$ cat config.mk
export PLATFORM = sky130hd
export DESIGN_NAME = bheap_pq
export DESIGN_NICKNAME = d
export VERILOG_FILES = /design/src/rtl/bheap_pkg.sv /design/src/rtl/bheap_addr_dec.sv /design/src/rtl/bheap_store.sv /design/src/rtl/bheap_ctrl.sv /design/src/rtl/bheap_pq.sv
export SDC_FILE = /design/constraint.sdc
export NUM_CORES = 1
export LEC_CHECK = 0
export BUFFER_PORTS_ARGS = -buffer_cell sky130_fd_sc_hd__buf_4
export CAP_MARGIN = 20
export CORE_MARGIN = 2
export CORE_UTILIZATION = 25
export DETAILED_ROUTE_END_ITERATION = 7
export GPL_ROUTABILITY_DRIVEN = 0
export SYNTH_ARGS = -nofsm -noshare
export SYNTH_HDL_FRONTEND = slang
export SYNTH_SLANG_ARGS = --single-unit
$ cat constraint.sdc
create_clock -name clk -period 7.4 [get_ports clk]
set_input_delay 1.48 -clock clk [delete_from_list [all_inputs] [get_ports clk]]
set_output_delay 1.48 -clock clk [all_outputs]
set_load 0.05 [all_outputs]
$ cat src/rtl/bheap_pkg.sv
package bheap_pkg;

  typedef enum logic [1:0] {
    OP_NONE = 2'd0,
    OP_ENQ  = 2'd1,
    OP_DEQ  = 2'd2,
    OP_PEEK = 2'd3
  } heapOpE;

  // strobes from control to storage
  typedef struct packed {
    logic enqWr;     // write new entry at bottom
    logic deqStart;  // move last entry to root
    logic swapUp;    // swap node with parent
    logic swapDown;  // swap node with chosen child
    logic rspLoad;   // capture root into response register
  } heapStrobeT;

endpackage

$ cat src/rtl/bheap_addr_dec.sv
module bheap_addr_dec #(
  parameter int LEVELS = 4,
  parameter int IW     = LEVELS + 1
) (
  input  logic [IW-1:0]     idx,
  output logic [LEVELS-1:0] lvlSel,
  output logic [LEVELS-2:0] off
);
  localparam int OW = LEVELS - 1;

  always_comb begin
    lvlSel = '0;
    off    = '0;
    for (int l = 0; l < LEVELS; l++) begin
      if ((idx >> l) == IW'(1)) begin
        lvlSel[l] = 1'b1;
        off       = OW'(idx) & ~(OW'(1) << l);
      end
    end
  end
endmodule

$ cat src/rtl/bheap_store.sv
module bheap_store
  import bheap_pkg::*;
#(
  parameter int LEVELS = 4,
  parameter int KEY_W  = 8,
  parameter int TAG_W  = 4
) (
  input  logic                   clk,
  input  logic                   rstN,
  input  heapStrobeT             stb,
  input  logic [LEVELS-1:0]      cur,
  input  logic [LEVELS-1:0]      count,
  input  logic [KEY_W-1:0]       inKey,
  input  logic [TAG_W-1:0]       inTag,
  output logic                   upGo,
  output logic                   downGo,
  output logic [LEVELS-1:0]      childIdx,
  output logic [KEY_W+TAG_W-1:0] rootEnt,
  output logic [KEY_W+TAG_W-1:0] rspEnt
);
  localparam int ENT_W = KEY_W + TAG_W;
  localparam int IW    = LEVELS + 1;
  localparam int OW    = LEVELS - 1;
  localparam int NRD   = 5;
  localparam int NDEC  = NRD + 2;
  localparam int WA    = NRD;
  localparam int WB    = NRD + 1;

  logic [IW-1:0]     idxD   [NDEC];
  logic [LEVELS-1:0] selD   [NDEC];
  logic [OW-1:0]     offD   [NDEC];
  logic [ENT_W-1:0]  lvlRd  [NRD][LEVELS];
  logic [ENT_W-1:0]  ent    [NRD];
  logic [ENT_W-1:0]  wrDatA, wrDatB;
  logic [IW-1:0]     wrIdxA, wrIdxB;
  logic              wrEnA, wrEnB;
  logic [IW-1:0]     curW, cntW;

  assign curW    = IW'(cur);
  assign cntW    = IW'(count);
  assign idxD[0] = curW;
  assign idxD[1] = curW >> 1;
  assign idxD[2] = curW << 1;
  assign idxD[3] = (curW << 1) | IW'(1);
  assign idxD[4] = cntW;
  assign idxD[WA] = wrIdxA;
  assign idxD[WB] = wrIdxB;

  for (genvar k = 0; k < NDEC; k++) begin : g_dec
    bheap_addr_dec #(.LEVELS(LEVELS), .IW(IW)) dec_i (
      .idx(idxD[k]), .lvlSel(selD[k]), .off(offD[k])
    );
  end

  for (genvar l = 0; l < LEVELS; l++) begin : g_lvl
    localparam int AW = (l == 0) ? 1 : l;
    logic [ENT_W-1:0] mem [2**AW];

    always_ff @(posedge clk) begin
      if (wrEnA && selD[WA][l]) mem[offD[WA][AW-1:0]] <= wrDatA;
      else if (wrEnB && selD[WB][l]) mem[offD[WB][AW-1:0]] <= wrDatB;
    end

    for (genvar k = 0; k < NRD; k++) begin : g_rd
      assign lvlRd[k][l] = mem[offD[k][AW-1:0]];
    end
  end

  assign rootEnt = g_lvl[0].mem[0];

  always_comb begin
    for (int k = 0; k < NRD; k++) begin
      ent[k] = '0;
      for (int l = 0; l < LEVELS; l++)
        if (selD[k][l]) ent[k] = lvlRd[k][l];
    end
  end

  // comparison logic
  logic [KEY_W-1:0] nodeKey, parKey, lKey, rKey;
  logic             lOk, rOk, pickRight;
  logic [ENT_W-1:0] childEnt;
  logic [IW-1:0]    childW;

  assign nodeKey   = ent[0][ENT_W-1 -: KEY_W];
  assign parKey    = ent[1][ENT_W-1 -: KEY_W];
  assign lKey      = ent[2][ENT_W-1 -: KEY_W];
  assign rKey      = ent[3][ENT_W-1 -: KEY_W];
  assign lOk       = idxD[2] <= cntW;
  assign rOk       = idxD[3] <= cntW;
  assign pickRight = rOk && (rKey > lKey);
  assign childW    = pickRight ? idxD[3] : idxD[2];
  assign childEnt  = pickRight ? ent[3] : ent[2];
  assign childIdx  = LEVELS'(childW);
  assign upGo      = (curW > IW'(1)) && (nodeKey > parKey);
  assign downGo    = lOk && (childEnt[ENT_W-1 -: KEY_W] > nodeKey);

  // write port selection
  always_comb begin
    wrEnA = 1'b0; wrIdxA = '0; wrDatA = '0;
    wrEnB = 1'b0; wrIdxB = '0; wrDatB = '0;
    if (stb.enqWr) begin
      wrEnA = 1'b1; wrIdxA = cntW + IW'(1); wrDatA = {inKey, inTag};
    end else if (stb.deqStart) begin
      wrEnA = 1'b1; wrIdxA = IW'(1); wrDatA = ent[4];
    end else if (stb.swapUp) begin
      wrEnA = 1'b1; wrIdxA = idxD[1]; wrDatA = ent[0];
      wrEnB = 1'b1; wrIdxB = curW;    wrDatB = ent[1];
    end else if (stb.swapDown) begin
      wrEnA = 1'b1; wrIdxA = childW;  wrDatA = ent[0];
      wrEnB = 1'b1; wrIdxB = curW;    wrDatB = childEnt;
    end
  end

  always_ff @(posedge clk) begin
    if (!rstN)            rspEnt <= '0;
    else if (stb.rspLoad) rspEnt <= rootEnt;
  end
endmodule

$ cat src/rtl/bheap_ctrl.sv
module bheap_ctrl
  import bheap_pkg::*;
#(
  parameter int LEVELS = 4
) (
  input  logic              clk,
  input  logic              rstN,
  input  logic              cmdValid,
  input  logic [1:0]        cmdOp,
  input  logic              upGo,
  input  logic              downGo,
  input  logic [LEVELS-1:0] childIdx,
  output heapStrobeT        stb,
  output logic [LEVELS-1:0] cur,
  output logic [LEVELS-1:0] count,
  output logic              cmdReady,
  output logic              busy,
  output logic              rspValid,
  output logic              cmdErr
);
  localparam int CW  = LEVELS;
  localparam int CAP = (1 << LEVELS) - 1;

  typedef enum logic [1:0] {ST_IDLE, ST_UP, ST_DOWN} stateE;
  stateE  state;
  heapOpE op;
  logic   accept, isFull, isEmpty, errNext;

  assign op       = heapOpE'(cmdOp);
  assign cmdReady = (state == ST_IDLE);
  assign busy     = (state != ST_IDLE);
  assign accept   = cmdValid && cmdReady;
  assign isFull   = (count == CW'(CAP));
  assign isEmpty  = (count == '0);

  always_comb begin
    stb     = '0;
    errNext = 1'b0;
    case (state)
      ST_IDLE: if (accept) begin
        case (op)
          OP_ENQ:  if (isFull) errNext = 1'b1; else stb.enqWr = 1'b1;
          OP_DEQ:  if (isEmpty) errNext = 1'b1;
                   else begin stb.deqStart = 1'b1; stb.rspLoad = 1'b1; end
          OP_PEEK: if (isEmpty) errNext = 1'b1; else stb.rspLoad = 1'b1;
          default: ;
        endcase
      end
      ST_UP:   stb.swapUp   = upGo;
      ST_DOWN: stb.swapDown = downGo;
      default: ;
    endcase
  end

  always_ff @(posedge clk) begin
    if (!rstN) begin
      state    <= ST_IDLE;
      cur      <= CW'(1);
      count    <= '0;
      rspValid <= 1'b0;
      cmdErr   <= 1'b0;
    end else begin
      rspValid <= stb.rspLoad;
      cmdErr   <= errNext;
      case (state)
        ST_IDLE: begin
          if (stb.enqWr) begin
            count <= count + CW'(1);
            cur   <= count + CW'(1);
            state <= ST_UP;
          end else if (stb.deqStart) begin
            count <= count - CW'(1);
            cur   <= CW'(1);
            state <= ST_DOWN;
          end
        end
        ST_UP:   if (upGo) cur <= cur >> 1; else state <= ST_IDLE;
        ST_DOWN: if (downGo) cur <= childIdx; else state <= ST_IDLE;
        default: state <= ST_IDLE;
      endcase
    end
  end
endmodule

$ cat src/rtl/bheap_pq.sv
module bheap_pq
  import bheap_pkg::*;
#(
  parameter int LEVELS = 4,
  parameter int KEY_W  = 8,
  parameter int TAG_W  = 4
) (
  input  logic              clk,
  input  logic              rstN,
  input  logic              cmdValid,
  output logic              cmdReady,
  input  logic [1:0]        cmdOp,
  input  logic [KEY_W-1:0]  cmdKey,
  input  logic [TAG_W-1:0]  cmdTag,
  output logic              rspValid,
  output logic [KEY_W-1:0]  rspKey,
  output logic [TAG_W-1:0]  rspTag,
  output logic              cmdErr,
  output logic              topValid,
  output logic [KEY_W-1:0]  topKey,
  output logic [TAG_W-1:0]  topTag,
  output logic [LEVELS-1:0] count,
  output logic              full,
  output logic              empty,
  output logic              busy
);
  localparam int ENT_W = KEY_W + TAG_W;
  localparam int CAP   = (1 << LEVELS) - 1;

  heapStrobeT        stb;
  logic [LEVELS-1:0] cur, childIdx;
  logic              upGo, downGo;
  logic [ENT_W-1:0]  rootEnt, rspEnt;

  bheap_ctrl #(.LEVELS(LEVELS)) ctrl_i (
    .clk(clk), .rstN(rstN), .cmdValid(cmdValid), .cmdOp(cmdOp),
    .upGo(upGo), .downGo(downGo), .childIdx(childIdx),
    .stb(stb), .cur(cur), .count(count), .cmdReady(cmdReady),
    .busy(busy), .rspValid(rspValid), .cmdErr(cmdErr)
  );

  bheap_store #(.LEVELS(LEVELS), .KEY_W(KEY_W), .TAG_W(TAG_W)) store_i (
    .clk(clk), .rstN(rstN), .stb(stb), .cur(cur), .count(count),
    .inKey(cmdKey), .inTag(cmdTag), .upGo(upGo), .downGo(downGo),
    .childIdx(childIdx), .rootEnt(rootEnt), .rspEnt(rspEnt)
  );

  assign full     = (count == LEVELS'(CAP));
  assign empty    = (count == '0);
  assign topValid = !empty && !busy;
  assign topKey   = rootEnt[ENT_W-1 -: KEY_W];
  assign topTag   = rootEnt[TAG_W-1:0];
  assign rspKey   = rspEnt[ENT_W-1 -: KEY_W];
  assign rspTag   = rspEnt[TAG_W-1:0];
endmodule

==> flow_summary.json <==
{
  "drtIter0Drc": 1993,
  "regToRegEndpoint": "store_i.g_lvl[2].mem[0][0]",
  "syn_nets": 1430,
  "async_reset_ff_frac": 0,
  "rr_startpoint": "ctrl_i.cur[1]",
  "nFillCells": 5775,
  "grt_max_degree": 62,
  "path_class": "flip-flop to flip-flop",
  "p_leak_nw": 5.75,
  "antenna_left": 0,
  "fin_crit_sh": 0.915,
  "root_buffer": "clkbuf_16",
  "cp_cell_sequence": "buf_4, buf_4, o31a_2, buf_4, mux4_2, a221oi_1, inv_1, ha_1, nand4_1, o21ai_0, a21oi_1, o21a_1, buf_4, nor3_2, a31oi_1, o41a_1, nor2b_1, buf_4",
  "hold_depth": 2,
  "synth-edff-count": 180,
  "ios": 52,
  "finalHoldViolations": 0,
  "cp-start-kind": "flip-flop",
  "drive_gt1_frac": 0.211,
  "cts_resized": 0,
  "grtUsageTotal": 0.189,
  "cts_buffers": 24,
  "fin_setup_tns_ns": 0,
  "r2r_slack_ns": 0.63,
  "syn_avg_cell_area_um2": 10.3,
  "setup_viol": 0,
  "cts_buffer_depth": 3,
  "holdBufCountCts": 0,
  "maxSlewViolCount": 0,
  "gr-total-overflow": 0,
  "crit_path_end_kind": "flip-flop",
  "worst_ep_required_time_ns": 7.61,
  "synth_area_um2": 14200,
  "grt_pass1_wl_um": 83800,
  "post-route-drc-count": 0,
  "skew_ns": 0.0310,
  "clk_latency_ns": 0.56,
  "first_global_vias": 12700,
  "cpPeakStageDelay_ns": 0.68,
  "crit_family": "compound AO/OA/AOI/OAI gates",
  "wirelength_um": 57900,
  "r2r_cells": 18,
  "core.rowCount": 87,
  "rsz0062_at_grt": "no",
  "hold_slack_ns": 0.505,
  "peakVddDrop_mv": 0.144,
  "crit_arrival_ns": 6.98,
  "min_to": "store_i.rspEnt[11]",
  "io_buffers": 51,
  "tightestPinTransition_ns": 1.01,
  "start_util": 0.253,
  "antennaDiodeCount": 0,
  "ys.flop_type": "edfxtp_1",
  "max-cap-violations": 0,
  "netlist_instances": 1378,
  "hpwlAfterDp_um": 41400,
  "fmax_mhz": 148,
  "htree_levels": 1,
  "areaGrowthSynthToFinish_pct": 17.4,
  "min-delay-start": "store_i.rspEnt[11]",
  "synth-seq-cells": 204,
  "finalNonFillerCells": 2208,
  "path_clk_slew_ns": 0.07,
  "cts_setup_buffers": 0,
  "maxSlewHeadroom": 0.326,
  "antenna_found_initial": 0,
  "nets": 1487,
  "ys_warn_count": 0,
  "firstDrtPassIters": 8,
  "wl_per_cell_um": 26.2,
  "die_area_um2": 58800,
  "critPathBufInv": 6,
  "num_vias": 13100,
  "slowest_stage": "nor3_2",
  "place_inst": 2163,
  "cts_tree": "yes",
  "hold_class": "flip-flop to flip-flop",
  "final_cell_area_um2": 16700,
  "fin_util": 0.296,
  "core_um2": 56300,
  "fin_crit_ns": 6.77,
  "viasPerCell": 5.95,
  "die_x_um": 242,
  "clock-sinks": 204,
  "place_area_um2": 15800,
  "crit_path_frequent_cell": "buf_4",
  "yosysSeqAreaShare": 0.414,
  "path_max_fanout": 35,
  "die_y_um": 242,
  "synth.distinct_cells": 76,
  "p_per_area_nw_per_um2": 209,
  "status": "finished, final reports clean"
}
-- state kept, by name, summed over array words and instances, names as in the netlist --
signal / count
ctrl_i.rspValid: 1
ctrl_i.cmdErr: 1
store_i.g_lvl.mem: 180
ctrl_i.cur: 4
ctrl_i.state: 2
store_i.rspEnt: 12
ctrl_i.count: 4
-- worst max path at each step --
| stage | startpoint | to | slack [ns] | cells past startpoint |
|---|---|---|---|---|
| floorplan | ctrl_i.cur[1] | store_i.g_lvl[3].mem[7][0] | 0.74 | 25 |
| global placement | ctrl_i.cur[1] | store_i.g_lvl[3].mem[1][3] | 1.01 | 23 |
| detailed placement | ctrl_i.cur[1] | store_i.g_lvl[3].mem[3][3] | 0.94 | 24 |
| CTS | ctrl_i.cur[1] | store_i.g_lvl[3].mem[3][5] | 0.87 | 24 |
| global route | ctrl_i.cur[1] | store_i.g_lvl[2].mem[0][0] | 0.41 | 24 |
| finish | ctrl_i.cur[1] | store_i.g_lvl[2].mem[0][0] | 0.63 | 18 |
-- layout make-up --
type                       count  area, um^2  area share
sequential                   204        5900       0.354
tap                          756         946      0.0567
clock inverter                10         166     0.00998
clock buffer                  33         674      0.0404
inverter                      27         101     0.00608
timing repair buffer         142        1110      0.0665
multi-input combinational   1036        7790       0.467
-- logic make-up after synthesis --
family                   synth area share
multiplexers                        0.192
adder cells (fa/ha/maj)            0.0308
buffers and inverters              0.0406
XOR/XNOR                          0.00185
AND/OR/NAND/NOR                     0.134
flip-flops                          0.414
AO/OA/AOI/OAI                       0.187
-- stage by stage --
step / power [W] / setup WS, ns
after detailed placement: 0.00220 / 0.943
after floorplan: 0.00190 / 0.740
after global placement: 0.00219 / 1.01
final: 0.00349 / 0.627
after global routing: 0.00360 / 0.409
after CTS: 0.00346 / 0.866
-- where the power goes --
part / total [W] / switching [W] / internal [W]
clock: 0.00126 / 0.000485 / 0.000777
sequential: 0.00130 / 0.0000275 / 0.00127
combinational: 0.000923 / 0.000587 / 0.000337
total: 0.00349 / 0.00110 / 0.00239
-- worst reg2reg max path: stages, from the launching register on --
cell and delay [ns]:
dfxtp_4 0.36, buf_4 0.34, buf_4 0.55, o31a_2 0.48, buf_4 0.33, mux4_2 0.56, a221oi_1 0.62, inv_1 0.10
ha_1 0.34, nand4_1 0.12, o21ai_0 0.23, a21oi_1 0.18, o21a_1 0.28, buf_4 0.20, nor3_2 0.68, a31oi_1 0.19
o41a_1 0.43, nor2b_1 0.12, buf_4 0.32
-- layout by cell type, fill, tap and decap left out, types with 10 or more instances in the layout --
| cell type | netlist | final |
|---|---|---|
| nand3_1 | 51 | 51 |
| o221ai_1 | 10 | 10 |
| a31oi_1 | 27 | 27 |
| mux4_2 | 39 | 39 |
| mux2_2 | 51 | 51 |
| inv_1 | 22 | 22 |
| a211o_1 | 10 | 10 |
| a221oi_1 | 21 | 21 |
| nor3_1 | 19 | 19 |
| nor2b_1 | 38 | 38 |
| ha_1 | 35 | 35 |
| clkbuf_16 | 0 | 24 |
| a211oi_1 | 26 | 26 |
| edfxtp_1 | 180 | 180 |
| a21oi_1 | 74 | 74 |
| o21a_1 | 13 | 13 |
| a221o_1 | 14 | 14 |
| nand2_1 | 161 | 161 |
| mux2i_1 | 127 | 127 |
| o21ai_0 | 72 | 71 |
| buf_4 | 0 | 137 |
| dfxtp_1 | 24 | 18 |
| o211ai_1 | 19 | 19 |
| o22ai_1 | 11 | 11 |
| nor2_1 | 65 | 64 |
-- synthesized netlist by cell type (18+ instances only) --
cell type	count	area [um^2]
a211oi_1	26	195
a21oi_1	74	370
a221oi_1	21	184
a31oi_1	27	169
buf_1	18	67.6
buf_2	23	115
clkbuf_1	66	248
dfxtp_1	24	480
edfxtp_1	180	5410
ha_1	35	438
inv_1	22	82.6
mux2_2	51	574
mux2i_1	127	1270
mux4_2	39	878
nand2_1	161	604
nand3_1	51	255
nor2_1	65	244
nor2b_1	38	238
nor3_1	19	95.1
o211ai_1	19	143
o21ai_0	72	360
-- routing by layer --
layer	global-route usage	vias to the layer above	share of wire
met3	0.0561	283	0.12
met2	0.299	1040	0.44
li1	-	5490	-
met1	0.229	6331	0.36
met5	0.00490	-	0
met4	0.108	0	0.071
Power figures use the tool's default switching activity.
